--- src/rtl/hostpar_pkg.sv ---
// Shared constants for the host parallel port: status-word bit positions
// and the mask of bits the core may write.
package hostpar_pkg;
    localparam int SR_W         = 16;
    localparam int ST_TURN      = 15;
    localparam int ST_UF1       = 14;
    localparam int ST_UF0       = 13;
    localparam int ST_PHASE     = 12;
    localparam int ST_DMA       = 11;
    localparam int ST_NARROW    = 10;
    localparam int ST_SO_NARROW = 9;
    localparam int ST_SI_NARROW = 8;
    localparam int ST_IRQ_EN    = 7;
    localparam int ST_GPO1      = 1;
    localparam int ST_GPO0      = 0;
    localparam logic [SR_W-1:0] SR_SW_MASK = 16'h6F83;
endpackage

--- src/rtl/hostpar_strobe.sv ---
// Host strobe tracker. Samples the host control lines on clk and reports
// one completed data-word access when a strobe rises. Assumes the host
// keeps the select lines and write data stable while the strobe is low.
// Accesses where both strobes overlapped are dropped.
module hostpar_strobe #(
    parameter int BYTE_W = 8
) (
    input  logic              clk,
    input  logic              rst_n,
    input  logic              host_sel_n,
    input  logic              host_stat_sel,
    input  logic              dma_ack_n,
    input  logic              host_read_n,
    input  logic              host_write_n,
    input  logic [BYTE_W-1:0] bus_in,
    output logic              xfer_done,
    output logic              xfer_write,
    output logic [BYTE_W-1:0] xfer_byte
);
    logic              rd_q, wr_q, clash_q, dsel_q;
    logic [BYTE_W-1:0] byte_q;
    logic              dsel, rd_rise, wr_rise;

    // Data-word select: acknowledge, or chip select with register select low.
    assign dsel = !dma_ack_n || (!host_sel_n && !host_stat_sel);

    // Register the previous strobe levels, select and bus byte; track overlap.
    always_ff @(posedge clk) begin
        if (!rst_n) begin
            rd_q    <= 1'b1;
            wr_q    <= 1'b1;
            clash_q <= 1'b0;
            dsel_q  <= 1'b0;
            byte_q  <= '0;
        end else begin
            rd_q   <= host_read_n;
            wr_q   <= host_write_n;
            dsel_q <= dsel;
            byte_q <= bus_in;
            if (!host_read_n && !host_write_n) begin
                clash_q <= 1'b1;
            end else if (host_read_n && host_write_n) begin
                clash_q <= 1'b0;
            end
        end
    end

    // Rising-edge detection and completion qualification.
    always_comb begin
        rd_rise    = !rd_q && host_read_n;
        wr_rise    = !wr_q && host_write_n;
        xfer_done  = dsel_q && !clash_q && (rd_rise || wr_rise);
        xfer_write = wr_rise;
        xfer_byte  = byte_q;
    end
endmodule

--- src/rtl/hostpar_flags.sv ---
// Handshake flags: the turn flag shared by host and core, and the byte
// phase used for wide transfers. Assumes at most one host completion
// per cycle; a core data-word strobe wins over a host completion.
module hostpar_flags (
    input  logic clk,
    input  logic rst_n,
    input  logic xfer_done,
    input  logic narrow,
    input  logic core_touch,
    output logic host_turn,
    output logic byte_phase
);
    // Advance the phase on each host byte and hand the turn back to the core.
    always_ff @(posedge clk) begin
        if (!rst_n) begin
            host_turn  <= 1'b0;
            byte_phase <= 1'b0;
        end else begin
            if (xfer_done) begin
                if (narrow || byte_phase) begin
                    byte_phase <= 1'b0;
                    host_turn  <= 1'b0;
                end else begin
                    byte_phase <= 1'b1;
                end
            end
            if (core_touch) begin
                host_turn <= 1'b1;
            end
        end
    end


    narrow_clear_chk: assert property (@(posedge clk) disable iff (!rst_n)
        (xfer_done && narrow && !core_touch) |=> (!host_turn && !byte_phase));

    first_byte_chk: assert property (@(posedge clk) disable iff (!rst_n)
        (xfer_done && !narrow && !byte_phase) |=> byte_phase);

    second_byte_chk: assert property (@(posedge clk) disable iff (!rst_n)
        (xfer_done && !narrow && byte_phase && !core_touch) |=> (!byte_phase && !host_turn));

    core_touch_chk: assert property (@(posedge clk) disable iff (!rst_n)
        core_touch |=> host_turn);

    phase_hold_chk: assert property (@(posedge clk) disable iff (!rst_n)
        !xfer_done |=> $stable(byte_phase));
endmodule

--- src/rtl/hostpar_regs.sv ---
// Storage for the data word (one register per byte lane) and the
// software-owned status bits. A core data write has priority over a host
// byte write in the same cycle; an interrupt acknowledge wins over a core
// status write for the interrupt-enable bit.
module hostpar_regs
    import hostpar_pkg::*;
#(
    parameter int BYTE_W = 8
) (
    input  logic                clk,
    input  logic                rst_n,
    input  logic                host_wr,
    input  logic [BYTE_W-1:0]   host_byte,
    input  logic                hi_lane,
    input  logic                core_dr_wr,
    input  logic [2*BYTE_W-1:0] core_dr_wdata,
    input  logic                core_sr_wr,
    input  logic [SR_W-1:0]     core_sr_wdata,
    input  logic                irq_ack,
    output logic [2*BYTE_W-1:0] dr_q,
    output logic [SR_W-1:0]     sw_q
);
    localparam int DW    = 2 * BYTE_W;
    localparam int NLANE = DW / BYTE_W;

    for (genvar g = 0; g < NLANE; g++) begin : g_lane
        localparam bit IS_HI = (g != 0);
        logic hit;
        assign hit = host_wr && (hi_lane == IS_HI);
        // Load one byte lane from the core word or the host byte.
        always_ff @(posedge clk) begin
            if (!rst_n) begin
                dr_q[g*BYTE_W +: BYTE_W] <= '0;
            end else if (core_dr_wr) begin
                dr_q[g*BYTE_W +: BYTE_W] <= core_dr_wdata[g*BYTE_W +: BYTE_W];
            end else if (hit) begin
                dr_q[g*BYTE_W +: BYTE_W] <= host_byte;
            end
        end
    end

    // Software status bits, with interrupt acknowledge clearing the enable.
    always_ff @(posedge clk) begin
        if (!rst_n) begin
            sw_q <= '0;
        end else begin
            if (core_sr_wr) begin
                sw_q <= core_sr_wdata & SR_SW_MASK;
            end
            if (irq_ack) begin
                sw_q[ST_IRQ_EN] <= 1'b0;
            end
        end
    end


    irq_clear_chk: assert property (@(posedge clk) disable iff (!rst_n)
        irq_ack |=> !sw_q[ST_IRQ_EN]);

    sw_hold_chk: assert property (@(posedge clk) disable iff (!rst_n)
        (!core_sr_wr && !irq_ack) |=> $stable(sw_q));

    core_wins_chk: assert property (@(posedge clk) disable iff (!rst_n)
        core_dr_wr |=> (dr_q == $past(core_dr_wdata)));
endmodule

--- src/rtl/hostpar_port.sv ---
// Host parallel port top. Joins the strobe tracker, handshake flags and
// register storage, builds the status word, the DMA request and the host
// read-back byte. Assumes host inputs are already synchronous to clk.
module hostpar_port
    import hostpar_pkg::*;
#(
    parameter int BYTE_W = 8
) (
    input  logic                clk,
    input  logic                rst_n,
    input  logic                host_sel_n,
    input  logic                host_stat_sel,
    input  logic                host_read_n,
    input  logic                host_write_n,
    input  logic                dma_ack_n,
    input  logic [BYTE_W-1:0]   hbus_in,
    output logic [BYTE_W-1:0]   hbus_out,
    output logic                hbus_oe,
    output logic                dma_req,
    input  logic                core_dr_wr,
    input  logic [2*BYTE_W-1:0] core_dr_wdata,
    input  logic                core_dr_rd,
    input  logic                core_dr_rd_nf,
    output logic [2*BYTE_W-1:0] dr_rdata,
    input  logic                core_sr_wr,
    input  logic [SR_W-1:0]     core_sr_wdata,
    output logic [SR_W-1:0]     sr_rdata,
    input  logic                irq_ack
);
    localparam int DW = 2 * BYTE_W;

    logic              xfer_done, xfer_write;
    logic [BYTE_W-1:0] xfer_byte;
    logic              host_turn, byte_phase, hi_lane, core_touch;
    logic [DW-1:0]     dr_q;
    logic [SR_W-1:0]   sw_q;

    hostpar_strobe #(.BYTE_W(BYTE_W)) u_strobe (
        .clk(clk), .rst_n(rst_n),
        .host_sel_n(host_sel_n), .host_stat_sel(host_stat_sel),
        .dma_ack_n(dma_ack_n), .host_read_n(host_read_n),
        .host_write_n(host_write_n), .bus_in(hbus_in),
        .xfer_done(xfer_done), .xfer_write(xfer_write), .xfer_byte(xfer_byte)
    );

    hostpar_flags u_flags (
        .clk(clk), .rst_n(rst_n), .xfer_done(xfer_done),
        .narrow(sw_q[ST_NARROW]), .core_touch(core_touch),
        .host_turn(host_turn), .byte_phase(byte_phase)
    );

    hostpar_regs #(.BYTE_W(BYTE_W)) u_regs (
        .clk(clk), .rst_n(rst_n),
        .host_wr(xfer_done && xfer_write), .host_byte(xfer_byte),
        .hi_lane(hi_lane), .core_dr_wr(core_dr_wr),
        .core_dr_wdata(core_dr_wdata), .core_sr_wr(core_sr_wr),
        .core_sr_wdata(core_sr_wdata), .irq_ack(irq_ack),
        .dr_q(dr_q), .sw_q(sw_q)
    );

    // Status word assembly, DMA request and lane choice.
    always_comb begin
        core_touch         = core_dr_wr || core_dr_rd;
        hi_lane            = !sw_q[ST_NARROW] && byte_phase;
        sr_rdata           = sw_q;
        sr_rdata[ST_TURN]  = host_turn;
        sr_rdata[ST_PHASE] = byte_phase;
        dma_req            = host_turn && sw_q[ST_DMA];
        dr_rdata           = dr_q;
    end

    // Host read-back byte and pad enable.
    always_comb begin
        hbus_oe = (!host_sel_n || !dma_ack_n) && !host_read_n;
        if (!dma_ack_n || !host_stat_sel) begin
            hbus_out = hi_lane ? dr_q[DW-1 -: BYTE_W] : dr_q[BYTE_W-1:0];
        end else begin
            hbus_out = sr_rdata[SR_W-1 -: BYTE_W];
        end
    end


    noflag_read_chk: assert property (@(posedge clk) disable iff (!rst_n)
        (core_dr_rd_nf && !core_touch && !xfer_done) |=> $stable(host_turn));

    dma_idle_chk: assert property (@(posedge clk) disable iff (!rst_n)
        !sw_q[ST_DMA] |-> !dma_req);
endmodule

--- config.mk ---
export PLATFORM = sky130hd
export DESIGN_NAME = hostpar_port
export DESIGN_NICKNAME = d
export VERILOG_FILES = /design/src/rtl/hostpar_pkg.sv /design/src/rtl/hostpar_strobe.sv /design/src/rtl/hostpar_flags.sv /design/src/rtl/hostpar_regs.sv /design/src/rtl/hostpar_port.sv
export SDC_FILE = /design/constraint.sdc
export NUM_CORES = 1
export LEC_CHECK = 0
export BUFFER_PORTS_ARGS = -buffer_cell sky130_fd_sc_hd__buf_2
export CAP_MARGIN = 10
export CORE_ASPECT_RATIO = 1.1
export CORE_MARGIN = 2
export CORE_UTILIZATION = 48
export CTS_CLUSTER_DIAMETER = 40
export DETAILED_ROUTE_END_ITERATION = 10
export GPL_ROUTABILITY_DRIVEN = 0
export GPL_TIMING_DRIVEN = 0
export HOLD_SLACK_MARGIN = 0.12
export PLACE_DENSITY = 0.91
export SLEW_MARGIN = 25
export SYNTH_ARGS = -nofsm -noshare
export SYNTH_HDL_FRONTEND = slang
export SYNTH_SLANG_ARGS = --single-unit
--- constraint.sdc ---
create_clock -name clk -period 2.1 [get_ports clk]
set_input_delay 0.63 -clock clk [delete_from_list [all_inputs] [get_ports clk]]
set_output_delay 0.63 -clock clk [all_outputs]
set_load 0.005 [all_outputs]
==> metrics.md, run 1 <==
| Metric | Value |
|---|---|
| Status | `finished, final reports clean` |
| Crit-path cells | `buf_2, nand2_2, buf_6, nor2_1, a31oi_2, buf_2` |
| Pre-CTS setup slack | `-209 ps` |
| Area of the multi-input gates | `866 um^2` |
| CP startpoint | `dma_ack_n` |
| Power per cell area | `between 600 and 700 nW/um^2` |
| Drt drc | `0` |
| Initial antenna violation count | `0` |
| Synthesized flop and latch total | `39` |
| Latest clock arrival within the worst-skew pair | `approximately 290 ps` |
| First-pass GRT wire length | `6800 um` |
| Post-synth cell types | `24` |
| Initial Utilization | `around 49%` |
| Tmin final | `roughly 2000 ps` |
| Max VDD drop | `395 uV` |
| CTS Hold Bufs | `0` |
| Final setup margin | `approximately 58 ps` |
| Vias per cell | `4.97` |
| FF/Latch Area | `slightly below 800 um^2` |
| Tot Pwr | `1630 uW` |
| Setup_tns | `0 ps` |
| Core ar. | `~3600 um^2` |
| Fmax | `just under 500 MHz` |
| CTS Buffer Depth | `2` |
| Drt total wl | `approximately 4500 um` |
| Setup CP Type | `in2out` |
| RR Startpoint | `u_flags.byte_phase` |
| Worst min path class | `reg2reg` |
| CTS H-tree depth | `2` |
| ANT nets after route | `0` |
| HP Start | `u_regs.dr_q[3]` |
| Syn Inst Count | `roughly 200` |
| Critical Path RT | `between 1000 and 1500 ps` |
| Root Driver | `clkbuf_8` |
| TritonCTS clock tree | `built` |
| Routing usage on met3 | `under 10%` |
| # IOs | `94` |
| Die Height | `just under 70 um` |
| Diode count | `0` |
| Worst-path clk slew | `approximately 70 ps` |
| Pin count of the biggest net entering global routing | `12` |
| CTS Buf Count | `5` |
| Ys Warns | `0` |
| Hold violation total from the final report | `0` |
| Initial DRC Count | `slightly below 80` |
| RSZ-0062 raised after global routing | `no` |
| Period utilization | `a little over nine tenths` |
| Fillers | `305` |
| Slowest cell on the critical path | `buf_6` |
| Total gr overflow | `0` |
| Final #Nets | `around 350` |
| Crit path launch type | `input pin` |
| Endpoints failing setup | `0` |
| Avg Cell Area, Syn | `8.57 um^2` |
| Pre-antenna DRT Iters | `5` |
| CTS Sinks | `39` |
| Clk_skew | `just under 4 ps` |
| Vias in the first global route | `roughly 1500` |
| Worst setup EP type | `output port` |
| WP data arrival | `1410 ps` |
| Hold Slack | `473 ps` |
| Delay of the slowest critical-path stage | `160 ps` |
| Via Count | `1704` |
| Final Max Slew Viols | `0` |
| Area growth, synth to finish | `34.1%` |
| Fraction of layout cells with a size suffix above 1 | `around 37%` |
| DP HPWL | `around 3400 um` |
| Syn Std Cell Area | `1750 um^2` |
| Maximum fanout count along the critical path | `10` |
| Global routing's busiest layer | `met2` |
| Met2 Track Usage GR | `between 30% and 40%` |
| WL/cell | `between 10 and 15 um` |
| Cell with the most instances on the worst path | `buf_2` |
| DIE AREA | `between 4000 and 5000 um^2` |
| Port-buffer cells | `between 70 and 80` |
| Max-cap violation count | `0` |
| Routing usage on met1 | `about 27%` |
| Sequential area share after synthesis | `roughly 45%` |
| Die Width | `just over 60 um` |
| Site Rows | `23` |
| LEAKAGE | `0.00117 uW` |
| Global-route usage over all layers | `between 20% and 30%` |
## flip-flops by register name, summed over array words and instances (netlist names)
signal / count
u_flags.byte_phase: 1
u_strobe.clash_q: 1
u_strobe.rd_q: 1
u_flags.host_turn: 1
u_strobe.xfer_byte: 8
u_regs.sw_q: 9
u_regs.dr_q: 16
u_strobe.dsel_q: 1
u_strobe.wr_q: 1
## layout make-up
type	count	share of cell area, %
Buffer	19	5.23
Sequential cell	39	33.6
Tap cell	50	2.67
Multi-Input combinational cell	145	36.9
Inverter	5	0.801
Timing Repair Buffer	77	16.4
Clock buffer	8	4.27
## cell usage in the layout (no fill, tap or decap), drive strengths merged
cell type  synthesis  final
buf               12     89
dfxtp             39     39
a21oi             30     30
nand2             26     26
o21ai             20     20
mux2i             19     19
clkbuf             7     15
nor2b             12     12
and2              10     10
nor2               8      8
a31oi              6      6
inv                5      5
conb               1      5
nand2b             4      4
o22ai              1      1
and4bb             1      1
nor3               1      1
nor3b              1      1
ha                 1      1
## cell usage after synthesis
| library cell | number | area share [%] |
|---|---|---|
| nor2_1 | 8 | 1.7 |
| ha_1 | 1 | 0.72 |
| dfxtp_1 | 39 | 45 |
| clkbuf_1 | 7 | 1.5 |
| nor3b_1 | 1 | 0.43 |
| and4bb_2 | 1 | 0.72 |
| conb_1 | 1 | 0.21 |
| a31oi_1 | 6 | 2.1 |
| inv_1 | 5 | 1.1 |
| nor2b_1 | 11 | 3.9 |
| nand2_2 | 1 | 0.36 |
| a21oi_1 | 29 | 8.3 |
| nand2_1 | 25 | 5.4 |
| buf_2 | 3 | 0.86 |
| nand2b_1 | 4 | 1.4 |
| a21oi_2 | 1 | 0.50 |
| nor3_4 | 1 | 0.93 |
| nor2b_2 | 1 | 0.50 |
| o22ai_1 | 1 | 0.36 |
| o21ai_0 | 20 | 5.7 |
| mux2i_1 | 19 | 11 |
| buf_6 | 1 | 0.64 |
| and2_1 | 10 | 3.6 |
| buf_4 | 8 | 3.4 |
## critical path: cells and delay by family
kind,cells,cell delay [ps]
and+or+nand+nor,2,200
AOI/OAI and AO/OA,1,160
buffers and inverters,3,420
## metrics by stage
stage          utilization, %  cells  instance area, um^2
2_1_floorplan               -    208                 1760
3_3_place_gp             62.0    335                 2210
3_5_place_dp             62.0    335                 2210
4_1_cts                  65.0    343                 2320
5_1_grt                  65.7    343                 2340
6_report                 65.7    343                 2340
## worst paths after layout
| path | endpoint | slack (ps) | cells after the start |
|---|---|---|---|
| max | hbus_out[3] | 60 | 6 |
| min | u_regs.dr_q[3] | 470 | 2 |
| max reg2reg | u_regs.dr_q[1] | 750 | 5 |
| min reg2reg | u_regs.dr_q[3] | 470 | 2 |
## layer usage
metal | up-vias | routed length [um]
met1 | 768 | 1820
met4 | 0 | 70
met2 | 72 | 2230
met3 | 8 | 351
li1 | 856 | -
met5 | - | 0
## where the power goes
part / internal (uW) / switching [uW]
Sequential: 785 / 36.6
Combinational: 135 / 125
Clock: 300 / 246
Total: 1220 / 408
## cells by family (layout without fill, tap and decap cells)
family	Yosys count	count (layout)	share of synthesized area, %
and+or+nand+nor	63	63	19.0
AOI/OAI and AO/OA	57	57	17.0
DFF	39	39	44.7
buffers and inverters	24	109	7.52
muxes	19	19	10.9
adders and majority gates	1	1	0.716
other	1	5	0.215
## repair_timing
item | in CTS | in global routing
resized for setup | 5 | 7
setup buffers | 0 | 0
endpoints found under the setup margin | 7 | 5
pin swaps | 0 | 0
endpoints found under the hold margin | 0 | 0
Note: power is estimated with default switching activity, not from simulation.
==> run 2, diff against run 1 <==
--- a/config.mk
+++ b/config.mk
@@ -6,7 +6,6 @@
 export NUM_CORES = 1
 export LEC_CHECK = 0
 export BUFFER_PORTS_ARGS = -buffer_cell sky130_fd_sc_hd__buf_2
-export CAP_MARGIN = 10
 export CORE_ASPECT_RATIO = 1.1
 export CORE_MARGIN = 2
 export CORE_UTILIZATION = 48
@@ -16,6 +15,7 @@
 export GPL_TIMING_DRIVEN = 0
 export HOLD_SLACK_MARGIN = 0.12
 export PLACE_DENSITY = 0.91
+export REMOVE_ABC_BUFFERS = 1
 export SLEW_MARGIN = 25
 export SYNTH_ARGS = -nofsm -noshare
 export SYNTH_HDL_FRONTEND = slang
==> metrics.md, run 2 (synthesis results as in run 1) <==
| Metric | Value |
|---|---|
| Fmax | `505 MHz (was 490 MHz)` |
| Maximum fanout count along the critical path | `7 (was 10)` |
| Setup CP Type | `reg2out (was in2out)` |
| Initial Utilization | `49.0% (unchanged)` |
| Vias per cell | `4.89 (was 4.97)` |
| Largest register by flop count | `u_regs.dr_q (unchanged)` |
| Root Driver | `clkbuf_8 (unchanged)` |
| Port-buffer cells | `80 (was 77)` |
| Pin count of the biggest net entering global routing | `41 (was 12)` |
| Site Rows | `23 (unchanged)` |
| Max FFs per register | `16 (unchanged)` |
| TritonCTS clock tree | `built (unchanged)` |
| Latest clock arrival within the worst-skew pair | `290 ps (about the same)` |
| Drt total wl | `4010 um (was 4470 um)` |
| Status | `finished, final reports clean (unchanged)` |
| Vias in the first global route | `1347 (was 1505)` |
| Die Width | `61.5 um (unchanged)` |
| Area growth, synth to finish | `26.5% (was 34.1%)` |
| Actual slew at the worst max-slew pin | `around 600 ps` |
| LEAKAGE | `0.00111 uW (was 0.00117 uW)` |
| CTS Buf Count | `5 (unchanged)` |
| Post-Place Cell Area | `2110 um^2 (was 2210 um^2)` |
| DP HPWL | `2960 um (was 3400 um)` |
| RSZ-0062 raised after global routing | `no (unchanged)` |
| Critical Path RT | `1470 ps (about the same)` |
| Worst setup EP type | `output port (unchanged)` |
| WL/cell | `12.3 um (was 13.0 um)` |
| Max VDD drop | `470 uV (was 395 uV)` |
| Final Max Slew Viols | `0 (unchanged)` |
| Fillers | `351 (was 305)` |
| CTS Buffer Depth | `2 (unchanged)` |
| Initial antenna violation count | `0 (unchanged)` |
| CTS Sinks | `39 (unchanged)` |
| Final #Nets | `330 (was 345)` |
| Crit path launch type | `register (was input pin)` |
| Drt drc | `0 (unchanged)` |
| Endpoints failing setup | `0 (unchanged)` |
| DIE AREA | `4140 um^2 (unchanged)` |
| Diode count | `0 (unchanged)` |
| Fin util | `62.0% (was 65.7%)` |
| ANT nets after route | `0 (unchanged)` |
| # IOs | `94 (unchanged)` |
| Pre-antenna DRT Iters | `4 (was 5)` |
| Die Height | `67.3 um (unchanged)` |
| Clk_skew | `3.85 ps (was 3.86 ps)` |
| Max-cap violation count | `0 (unchanged)` |
| Initial DRC Count | `27 (was 78)` |
| Core ar. | `3570 um^2 (unchanged)` |
| First-pass GRT wire length | `5870 um (was 6800 um)` |
| CTS Hold Bufs | `0 (unchanged)` |
| Tot Pwr | `1510 uW (was 1630 uW)` |
| Power per cell area | `681 nW/um^2 (was 694 nW/um^2)` |
| WP data arrival | `1350 ps (was 1410 ps)` |
| Worst-path clk slew | `70 ps (about the same)` |
| Period utilization | `94.4% (was 97.3%)` |
| Hold violation total from the final report | `0 (unchanged)` |
| Via Count | `1594 (was 1704)` |
| Tmin final | `1980 ps (was 2040 ps)` |
| Cell Count Post-Placement | `319 (was 335)` |
| Slew HR | `between 60% and 70%` |
| Final cell count without fillers | `326 (was 343)` |
| Most frequent cells in the layout | `buf_2, dfxtp_1, a21oi_1 (unchanged)` |
| Worst min path class | `reg2reg (unchanged)` |
| Post-route cell area | `2210 um^2 (was 2340 um^2)` |
| Fraction of layout cells with a size suffix above 1 | `34.4% (was 36.5%)` |
| CTS H-tree depth | `2 (unchanged)` |
| Total gr overflow | `0 (unchanged)` |
| Most common cell after layout, fill and taps aside | `buf_2 (unchanged)` |
| Global-route usage over all layers | `19.6% (was 22.1%)` |
[run 2: area by class of cell]
class	instances	area [um^2]	area share, %
flip-flops and latches	39	783	35.4
multi-input cells	145	866	39.2
repair buffers	81	408	18.4
inverters	5	18.8	0.849
well taps	50	62.6	2.83
clock buffers	6	72.6	3.28
[run 2: worst max-delay path: stages (launching register included)]
cell and delay, ps:
dfxtp_2 400, nor2b_4 270, nand2_1 80, a31oi_1 170, buf_2 140
[run 2: power by group]
part           switching [uW]  internal, uW  leakage (uW)  total (uW)
registers                33.4           787      0.000325         821
logic                     115           119      0.000744         234
clock network             230           221     0.0000371         451
total                     379          1130       0.00111        1510
[run 2: layer usage]
metal	track usage (%)	up-vias	wire, um
met5	0	-	0
met2	34.5	58	2030
met1	21.6	712	1670
met4	7.45	0	59
li1	-	819	-
met3	5.94	5	256
[run 2: worst paths after layout]
path	cells past startpoint	startpoint	slack, ps	endpoint
worst min-delay path	2	u_regs.dr_q[5]	470	u_regs.dr_q[5]
worst min register to register	2	u_regs.dr_q[5]	470	u_regs.dr_q[5]
worst max register to register	5	u_flags.byte_phase	650	u_regs.dr_q[10]
worst max-delay path	4	u_flags.byte_phase	120	hbus_out[5]
[run 2: timing repair]
| action | 4_1_cts | 5_1_grt |
|---|---|---|
| buffers inserted | 1 | 0 |
| endpoints found under the setup margin | 8 | 8 |
| hold endpoints to repair | 0 | 0 |
| resized for setup | 3 | 3 |
[run 2: per-stage QoR]
stage	worst slack, ps	setup TNS, ps	hold WS (ps)
after global routing	22.2	0	489
after CTS	16.9	0	467
after global placement	-129	-298	452
after detailed placement	-153	-556	458
after floorplan	253	0	459
final	118	0	468
